$ cat src/rtl/pwm_queued_pkg.sv
package pwm_queued_pkg;

  localparam int CODE_W_DEF = 4;
  localparam int QDEPTH_DEF = 8;

  typedef struct packed {
    logic empty;
    logic full;
  } q_flags_t;

  function automatic int ptr_bits(input int depth);
    return (depth > 1) ? $clog2(depth) : 1;
  endfunction

  function automatic int lvl_bits(input int depth);
    return $clog2(depth + 1);
  endfunction

endpackage

$ cat src/rtl/pwm_change_detect.sv
module pwm_change_detect #(
  parameter int W = 4
) (
  input  logic         clk,
  input  logic         rst_n,
  input  logic [W-1:0] level_i,
  output logic         change_o
);

  logic [W-1:0] prev_q;

  always_ff @(posedge clk) begin
    if (!rst_n) prev_q <= '0;
    else        prev_q <= level_i;
  end

  assign change_o = (level_i != prev_q);

endmodule

$ cat src/rtl/pwm_code_fifo.sv
module pwm_code_fifo
  import pwm_queued_pkg::*;
#(
  parameter int W     = 4,
  parameter int DEPTH = 8
) (
  input  logic                        clk,
  input  logic                        rst_n,
  input  logic                        push_i,
  input  logic [W-1:0]                data_i,
  input  logic                        pop_i,
  output logic [W-1:0]                data_o,
  output q_flags_t                    flags_o,
  output logic [lvl_bits(DEPTH)-1:0]  level_o
);

  localparam int AW = ptr_bits(DEPTH);
  localparam int LW = lvl_bits(DEPTH);
  localparam logic [AW-1:0] LAST = AW'(DEPTH - 1);
  localparam logic [LW-1:0] FULL_LVL = LW'(DEPTH);

  logic [W-1:0]  mem [DEPTH];
  logic [AW-1:0] wr_q, rd_q;
  logic [LW-1:0] lvl_q;
  logic          push_ok, pop_ok;

  assign flags_o.empty = (lvl_q == '0);
  assign flags_o.full  = (lvl_q == FULL_LVL);
  assign push_ok = push_i && !flags_o.full;
  assign pop_ok  = pop_i && !flags_o.empty;

  function automatic logic [AW-1:0] step(input logic [AW-1:0] p);
    return (p == LAST) ? '0 : p + 1'b1;
  endfunction

  always_ff @(posedge clk) begin
    if (!rst_n) begin
      wr_q  <= '0;
      rd_q  <= '0;
      lvl_q <= '0;
    end else begin
      if (push_ok) wr_q <= step(wr_q);
      if (pop_ok)  rd_q <= step(rd_q);
      case ({push_ok, pop_ok})
        2'b10:   lvl_q <= lvl_q + 1'b1;
        2'b01:   lvl_q <= lvl_q - 1'b1;
        default: lvl_q <= lvl_q;
      endcase
    end
  end

  always_ff @(posedge clk) begin
    if (push_ok) mem[wr_q] <= data_i;
  end

  assign data_o  = mem[rd_q];
  assign level_o = lvl_q;

endmodule

$ cat src/rtl/pwm_period_gen.sv
module pwm_period_gen #(
  parameter int CODE_W = 4
) (
  input  logic              clk,
  input  logic              rst_n,
  input  logic              avail_i,
  input  logic [CODE_W-1:0] code_i,
  output logic              pop_o,
  output logic [CODE_W-1:0] cnt_o,
  output logic [CODE_W-1:0] duty_o,
  output logic              pwm_o
);

  localparam logic [CODE_W-1:0] LAST_PH = '1;

  logic [CODE_W-1:0] cnt_q, duty_q, cnt_nxt, duty_nxt;
  logic              pwm_q, rollover;

  assign rollover = (cnt_q == LAST_PH);
  assign pop_o    = rollover && avail_i;
  assign cnt_nxt  = cnt_q + 1'b1;
  assign duty_nxt = pop_o ? code_i : duty_q;

  always_ff @(posedge clk) begin
    if (!rst_n) begin
      cnt_q  <= '0;
      duty_q <= '0;
      pwm_q  <= 1'b0;
    end else begin
      cnt_q  <= cnt_nxt;
      duty_q <= duty_nxt;
      pwm_q  <= (cnt_nxt < duty_nxt);
    end
  end

  assign cnt_o  = cnt_q;
  assign duty_o = duty_q;
  assign pwm_o  = pwm_q;

endmodule

$ cat src/rtl/pwm_queued_top.sv
module pwm_queued_top
  import pwm_queued_pkg::*;
#(
  parameter int CODE_W = CODE_W_DEF,
  parameter int QDEPTH = QDEPTH_DEF
) (
  input  logic              clk,
  input  logic              rst_n,
  input  logic [CODE_W-1:0] duty_code_i,
  output logic              pwm_o,
  output logic              queue_full_o
);

  localparam int LW = lvl_bits(QDEPTH);

  logic              chg_w, pop_w;
  logic [CODE_W-1:0] head_w, cnt_w, duty_w;
  q_flags_t          flags_w;
  logic [LW-1:0]     level_w;

  pwm_change_detect #(.W(CODE_W)) u_detect (
    .clk      (clk),
    .rst_n    (rst_n),
    .level_i  (duty_code_i),
    .change_o (chg_w)
  );

  pwm_code_fifo #(.W(CODE_W), .DEPTH(QDEPTH)) u_queue (
    .clk     (clk),
    .rst_n   (rst_n),
    .push_i  (chg_w),
    .data_i  (duty_code_i),
    .pop_i   (pop_w),
    .data_o  (head_w),
    .flags_o (flags_w),
    .level_o (level_w)
  );

  pwm_period_gen #(.CODE_W(CODE_W)) u_period (
    .clk     (clk),
    .rst_n   (rst_n),
    .avail_i (!flags_w.empty),
    .code_i  (head_w),
    .pop_o   (pop_w),
    .cnt_o   (cnt_w),
    .duty_o  (duty_w),
    .pwm_o   (pwm_o)
  );

  assign queue_full_o = flags_w.full;

endmodule

$ cat config.mk
export PLATFORM = sky130hd
export DESIGN_NAME = pwm_queued_top
export DESIGN_NICKNAME = d
export VERILOG_FILES = /design/src/rtl/pwm_queued_pkg.sv /design/src/rtl/pwm_change_detect.sv /design/src/rtl/pwm_code_fifo.sv /design/src/rtl/pwm_period_gen.sv /design/src/rtl/pwm_queued_top.sv
export SDC_FILE = /design/constraint.sdc
export NUM_CORES = 1
export LEC_CHECK = 0
export ABC_AREA = 1
export BUFFER_PORTS_ARGS = -buffer_cell sky130_fd_sc_hd__buf_2
export CAP_MARGIN = 20
export CORE_MARGIN = 3
export CORE_UTILIZATION = 30
export CTS_BUF_LIST = sky130_fd_sc_hd__clkbuf_4
export DETAILED_ROUTE_END_ITERATION = 6
export SETUP_SLACK_MARGIN = 0.1
export SLEW_MARGIN = 15
export SYNTH_ARGS = -nofsm -noshare
export SYNTH_HDL_FRONTEND = slang
export SYNTH_SLANG_ARGS = --single-unit
export TNS_END_PERCENT = 100
$ cat constraint.sdc
create_clock -name clk -period 2.6 [get_ports clk]
set_input_delay 0.39 -clock clk [delete_from_list [all_inputs] [get_ports clk]]
set_output_delay 0.39 -clock clk [all_outputs]
set_load 0.02 [all_outputs]
==> results of run 1 <==
## layout make-up
cell class	instances	area (um2)
fill	830	5150
sequential	58	1480
multi-input combinational	156	863
inverter	36	138
tap	102	128
clock buffer	11	82.6
timing repair buffer	11	65.1
clock inverter	5	21.3
## cell families after synthesis
| group | after synthesis |
|---|---|
| XOR/XNOR | 6 |
| buffers and inverters | 41 |
| AND/OR/NAND/NOR | 92 |
| flip-flops | 58 |
| AO/OA/AOI/OAI | 46 |
| adder cells (fa/ha/maj) | 12 |
## critical path, delay by kind of cell, from the launching register on
| family | cells | cell delay [ps] |
|---|---|---|
| AND/OR/NAND/NOR | 6 | 420 |
| AO/OA/AOI/OAI | 4 | 530 |
| adder cells (fa/ha/maj) | 3 | 700 |
| flip-flops | 1 | 410 |
## routing by layer
metal	up-vias	wire (um)	track usage	share of wire
li1	876	-	-	-
met4	0	103	0.0511	0.022
met2	32	2150	0.167	0.47
met3	12	166	0.0323	0.036
met1	774	2180	0.136	0.47
met5	-	0	0	0
## flip-flops by register name, indices dropped and copies added (netlist names), named ones only
register,count
u_period.cnt_o,4
u_queue.mem,32
u_queue.wr_q,3
u_period.duty_o,4
u_queue.rd_q,3
u_detect.prev_q,4
u_queue.level_o,4
u_period.pwm_o,1
## stage by stage
step / power [mW] / util / instances / setup WS (ps)
3_5_place_dp: 1.28 / 0.337 / 363 / 272
2_1_floorplan: 1.21 / - / 255 / 541
3_3_place_gp: 1.27 / 0.337 / 363 / 334
5_1_grt: 1.86 / 0.351 / 379 / 159
6_report: 1.76 / 0.351 / 379 / 424
4_1_cts: 1.78 / 0.351 / 379 / 413
## power breakdown
group	internal, mW	total (mW)	leakage (nW)	switching (mW)
logic	0.0613	0.186	0.568	0.125
registers	1.04	1.07	0.506	0.0304
clock network	0.206	0.506	0.0631	0.301
## synthesized netlist by cell type
| cell type | instances |
|---|---|
| a21oi_1 | 10 |
| a21oi_2 | 1 |
| a31oi_4 | 1 |
| and3_1 | 1 |
| buf_4 | 2 |
| buf_6 | 2 |
| clkbuf_1 | 1 |
| clkinv_1 | 1 |
| dfxtp_1 | 26 |
| edfxtp_1 | 32 |
| fa_1 | 1 |
| ha_1 | 11 |
| inv_1 | 31 |
| inv_2 | 3 |
| inv_4 | 1 |
| nand2_1 | 32 |
| nand2_2 | 1 |
| nand3_1 | 7 |
| nand3_2 | 2 |
| nand3b_1 | 2 |
| nand4_1 | 1 |
| nor2_1 | 41 |
| nor2_2 | 2 |
| nor2_4 | 1 |
| nor3_1 | 1 |
| o211a_1 | 1 |
| o21ai_0 | 27 |
| o21ai_1 | 6 |
| or2_0 | 1 |
| xnor2_1 | 5 |
| xor2_1 | 1 |
## worst max path at each step
stage | endpoint | slack (ps)
global placement | u_queue.level_o[3] | 330
finish | u_queue.level_o[3] | 420
floorplan | u_queue.level_o[3] | 540
global route | u_queue.level_o[3] | 160
detailed placement | u_queue.level_o[3] | 270
CTS | u_queue.level_o[3] | 410
==> impl_metrics.ini, run 1 <==
[critical_path]
worst-path-max-fanout = 4
cp_cell_sequence = ha_1 -> nand3_2 -> a31oi_4 -> ha_1 -> ha_1 -> nand2_1 -> nand2_1 -> a21oi_1 -> nor2_1 -> nor2_1 -> nand2_1 -> o21ai_0 -> a21oi_1
regToRegEndpoint = u_queue.level_o[3]
rr_worst_depth = 13
reg2reg_slack_ps = 420
critPathLaunch = u_period.cnt_o[0]
worstSetupPathType = reg -> reg
worst_path_max_delay_cell = dfxtp_1
rr_startpoint = u_period.cnt_o[0]
cp.required_ps = 2880
cp-end-kind = register
slowest_delay_ps = 410
cp.arrival_ps = 2450
start_kind = register

[die]
fp.dieH_um = 97.7
core_area_mm2 = 0.00793
die_w_um = 97.7
start_util = 0.318
num_rows = 32
ios = 8
die-area_mm2 = 0.00955

[placed_design]
place_area_mm2 = 0.00268
numPortBuffers = 7
gp_congestion = 0.770
hpwl_um = 3290

[sta]
fin_crit_sh = 0.837
fin_hold_ws_ps = 287
max_freq_ghz = 0.460
finalSetupViolCount = 0
rsz0062_at_grt = no
tightest_slew_ps = 496
hold_violations = 0
tns_ps = 0
maxSlewViolCount = 0
fin_crit_ps = 2180
relSlewSlack = 0.668
fin_skew_ps = 9.74

[worst_hold_path]
holdPathStages = 3
holdPathEnd = u_detect.prev_q[1]
hp-start = duty_code_i[1]
min_path_type = in -> reg

[clocking]
postCtsHoldBufs = 0
clk_latency_ps = 390
cts.sinks = 58
cts_max_level = 3
postCtsSetupRepairBufs = 0
cts_buffer_depth = 2
cts-resized-gates = 0
root_buffer = clkbuf_4
cts_buffers = 9
cts_tree = done
cts.reportedPaths.clkPinSlew_ps = 90

[synth]
avgSynthCellArea_um2 = 9.90
synth_simple_gate_area_frac = 0.158
yosysSeqAreaShare = 0.587
synth-compound-area-share = 0.101
synth_top_family_by_area = simple AND/OR/NAND/NOR gates
netlist_area_mm2 = 0.00252
yosys.area.top_type = edfxtp_1
yosys_warnings = 0
synth_top_cell_area_share = 0.381
synth_xor_area_frac = 0.0208
synth_nets = 273
ys_types = 31
ys_ff_latch = 58
synth_cells = 255
synth_area_leaders = edfxtp_1 38%, dfxtp_1 21%, nor2_1 6.1%, ha_1 5.5%, o21ai_0 5.4%
yosys.area_share.adder = 0.0625
muxShareOfSynthArea = 0

[final_layout]
final_cell_mix = 41 x nor2_1, 32 x nand2_1, 32 x edfxtp_1, 31 x inv_1, 27 x o21ai_0
area_delta_synth_final_pct = 10.1
final_area_mm2 = 0.00278
diodes = 0
drive_gt1_frac = 0.130
nNetsFinal = 290
final_common_cell = nor2_1

[pwr]
powerDensity_mw_per_mm2 = 633
max-vdd-ir-drop_mv = 0.326
p_leak_nw = 1.14

[drt]
antenna_left = 0
wl_per_cell_um = 12.1
via_per_inst = 4.47
drt_iter0_drc = 112
via_count = 1694
drtPass1Iterations = 5
routed_wl_um = 4600
drc = 0

[flow_run]
drv_cap = 0

[grt]
grt_max_degree = 17
antenna_found_initial = 0
track_usage = 0.107
grt_pass1_wl_um = 7870
grt_overflow = 0
grt_pass1_vias = 1641

[run_status]
outcome = finished, final reports clean
Note: power is estimated with default switching activity, not from simulation.
==> inputs of run 2 (changes only) <==
==> constraint.sdc (replaced) <==
create_clock -name clk -period 1.7 [get_ports clk]
set_input_delay 0.255 -clock clk [delete_from_list [all_inputs] [get_ports clk]]
set_output_delay 0.255 -clock clk [all_outputs]
set_load 0.02 [all_outputs]
==> impl_metrics.ini, run 2 (synthesis results as in run 1) <==
[run_status]
outcome = finished, violations left
failed_checks = setup timing

[drt]
drc = 0
drtPass1Iterations = 4
via_per_inst = 4.51
routed_wl_um = 5320
wl_per_cell_um = 12.8
drt_iter0_drc = 60
via_count = 1880
antenna_left = 0

[grt]
grt_overflow = 0
grt_pass1_vias = 1867
track_usage = 0.119
antenna_found_initial = 0
grt_pass1_wl_um = 8780
grt_max_degree = 15

[critical_path]
slowest_delay_ps = 340
worstSetupPathType = reg -> reg
worst-path-max-fanout = 3
cp_cell_sequence = xnor2_2 -> nand4_1 -> nand2_2 -> ha_4 -> ha_1 -> nand2_1 -> nand2_1 -> a21oi_2 -> nor2_1 -> nor2_1 -> nand2_1 -> o21ai_1 -> a21oi_1
start_kind = register
path_delay_family = simple AND/OR/NAND/NOR gates
cp.required_ps = 2000
worst_path_max_delay_cell = dfxtp_2
crit_path_frequent_cell = nand2_1
cp.arrival_ps = 2240
crit_buf_inv = 0
cp-end-kind = register

[sta]
rsz0062_at_grt = yes
tightest_slew_ps = 319
finalSetupViolCount = 20
maxSlewViolCount = 0
hold_violations = 0
fin_crit_sh = 1.14
setup_slack_ps = -241
fin_skew_ps = 12.5
fin_crit_ps = 1940
max_freq_ghz = 0.515
relSlewSlack = 0.786

[clocking]
cts_tree = done
root_buffer = clkbuf_4
cts.sinks = 58
clk_latency_ps = 410
cts_buffers = 9
cts_buffer_depth = 2
cts.reportedPaths.clkPinSlew_ps = 100
cts_max_level = 3

[worst_hold_path]
min_path_type = in -> reg

[final_layout]
seq_area_mm2 = 0.00149
nNetsFinal = 328
drive_gt1_frac = 0.343
diodes = 0
multi_input_area_mm2 = 0.00102
fill_cells = 771
final_common_cell = nor2_1
area_delta_synth_final_pct = 33.8
top_register = u_queue.mem
final_cell_mix = 34 x nor2_1, 32 x edfxtp_1, 31 x nand2_1, 31 x buf_4, 27 x inv_1
largest_reg_flops = 32

[die]
fp.dieH_um = 97.7
num_rows = 32
die-area_mm2 = 0.00955
core_area_mm2 = 0.00793
start_util = 0.318
ios = 8
die_w_um = 97.7

[pwr]
max-vdd-ir-drop_mv = 0.468
power_mw = 3.24
powerDensity_mw_per_mm2 = 961
p_leak_nw = 1.39

[placed_design]
hpwl_um = 3700
dp_slack_ps = -288
gp_congestion = 0.811
numPortBuffers = 7

[flow_run]
drv_cap = 0
## run 2: cell count changes in the layout (fill, tap and decap cells not counted), moves of 4 or more
cell,previous run,this run
buf_4,4,31
buf_6,0,9
dfxtp_1,26,19
dfxtp_2,0,7
ha_1,11,7
ha_4,0,4
inv_1,31,27
nor2_1,41,34
nor2_4,1,7
o21ai_0,27,20
o21ai_1,6,13
## run 2: final timing paths
check	from	endpoint	slack, ps	cells after the start
min	duty_code_i[2]	u_queue.mem[3][2]	220	2
min reg2reg	u_period.duty_o[0]	u_period.duty_o[0]	470	2
max reg2reg	u_detect.prev_q[1]	u_queue.level_o[3]	-240	13
max	u_detect.prev_q[1]	u_queue.level_o[3]	-240	13
## run 2: area by class of cell
| type | count | area share |
|---|---|---|
| clock buffers | 9 | 0.0200 |
| repair buffers | 49 | 0.126 |
| multi-input cells | 156 | 0.302 |
| flip-flops and latches | 58 | 0.441 |
| inverters | 36 | 0.0423 |
| well taps | 102 | 0.0378 |
| clock inverters | 7 | 0.0304 |
## run 2: what timing repair did
action | in CTS | in global routing
resized for setup | 24 | 29
setup endpoints to repair | 5 | 31
hold buffers | 0 | 0
setup buffers | 8 | 4
pin swaps | 14 | 10
## run 2: report_power, final
part           total, mW  switching, mW  internal, mW
combinational      0.452          0.256         0.195
clock               1.16          0.554         0.608
sequential          1.63         0.0429          1.59
total               3.24          0.853          2.39
## run 2: through the flow
step                utilization  instance area (um2)  instances  TNS, ps  hold WS (ps)
finish                    0.426                 3380        417    -1230           218
CTS                       0.411                 3260        415     -481           190
global placement          0.371                 2940        391     -705           457
global route              0.426                 3380        417    -3100           205
floorplan                     -                 2540        255     -544           348
detailed placement        0.371                 2940        391     -767           457
## run 2: metal layers
| metal | track usage | vias to the layer above | wire length, um |
|---|---|---|---|
| met5 | 0 | - | 0 |
| met4 | 0.0575 | 0 | 131 |
| met3 | 0.0424 | 14 | 215 |
| met2 | 0.191 | 26 | 2570 |
| met1 | 0.142 | 883 | 2400 |
| li1 | - | 957 | - |
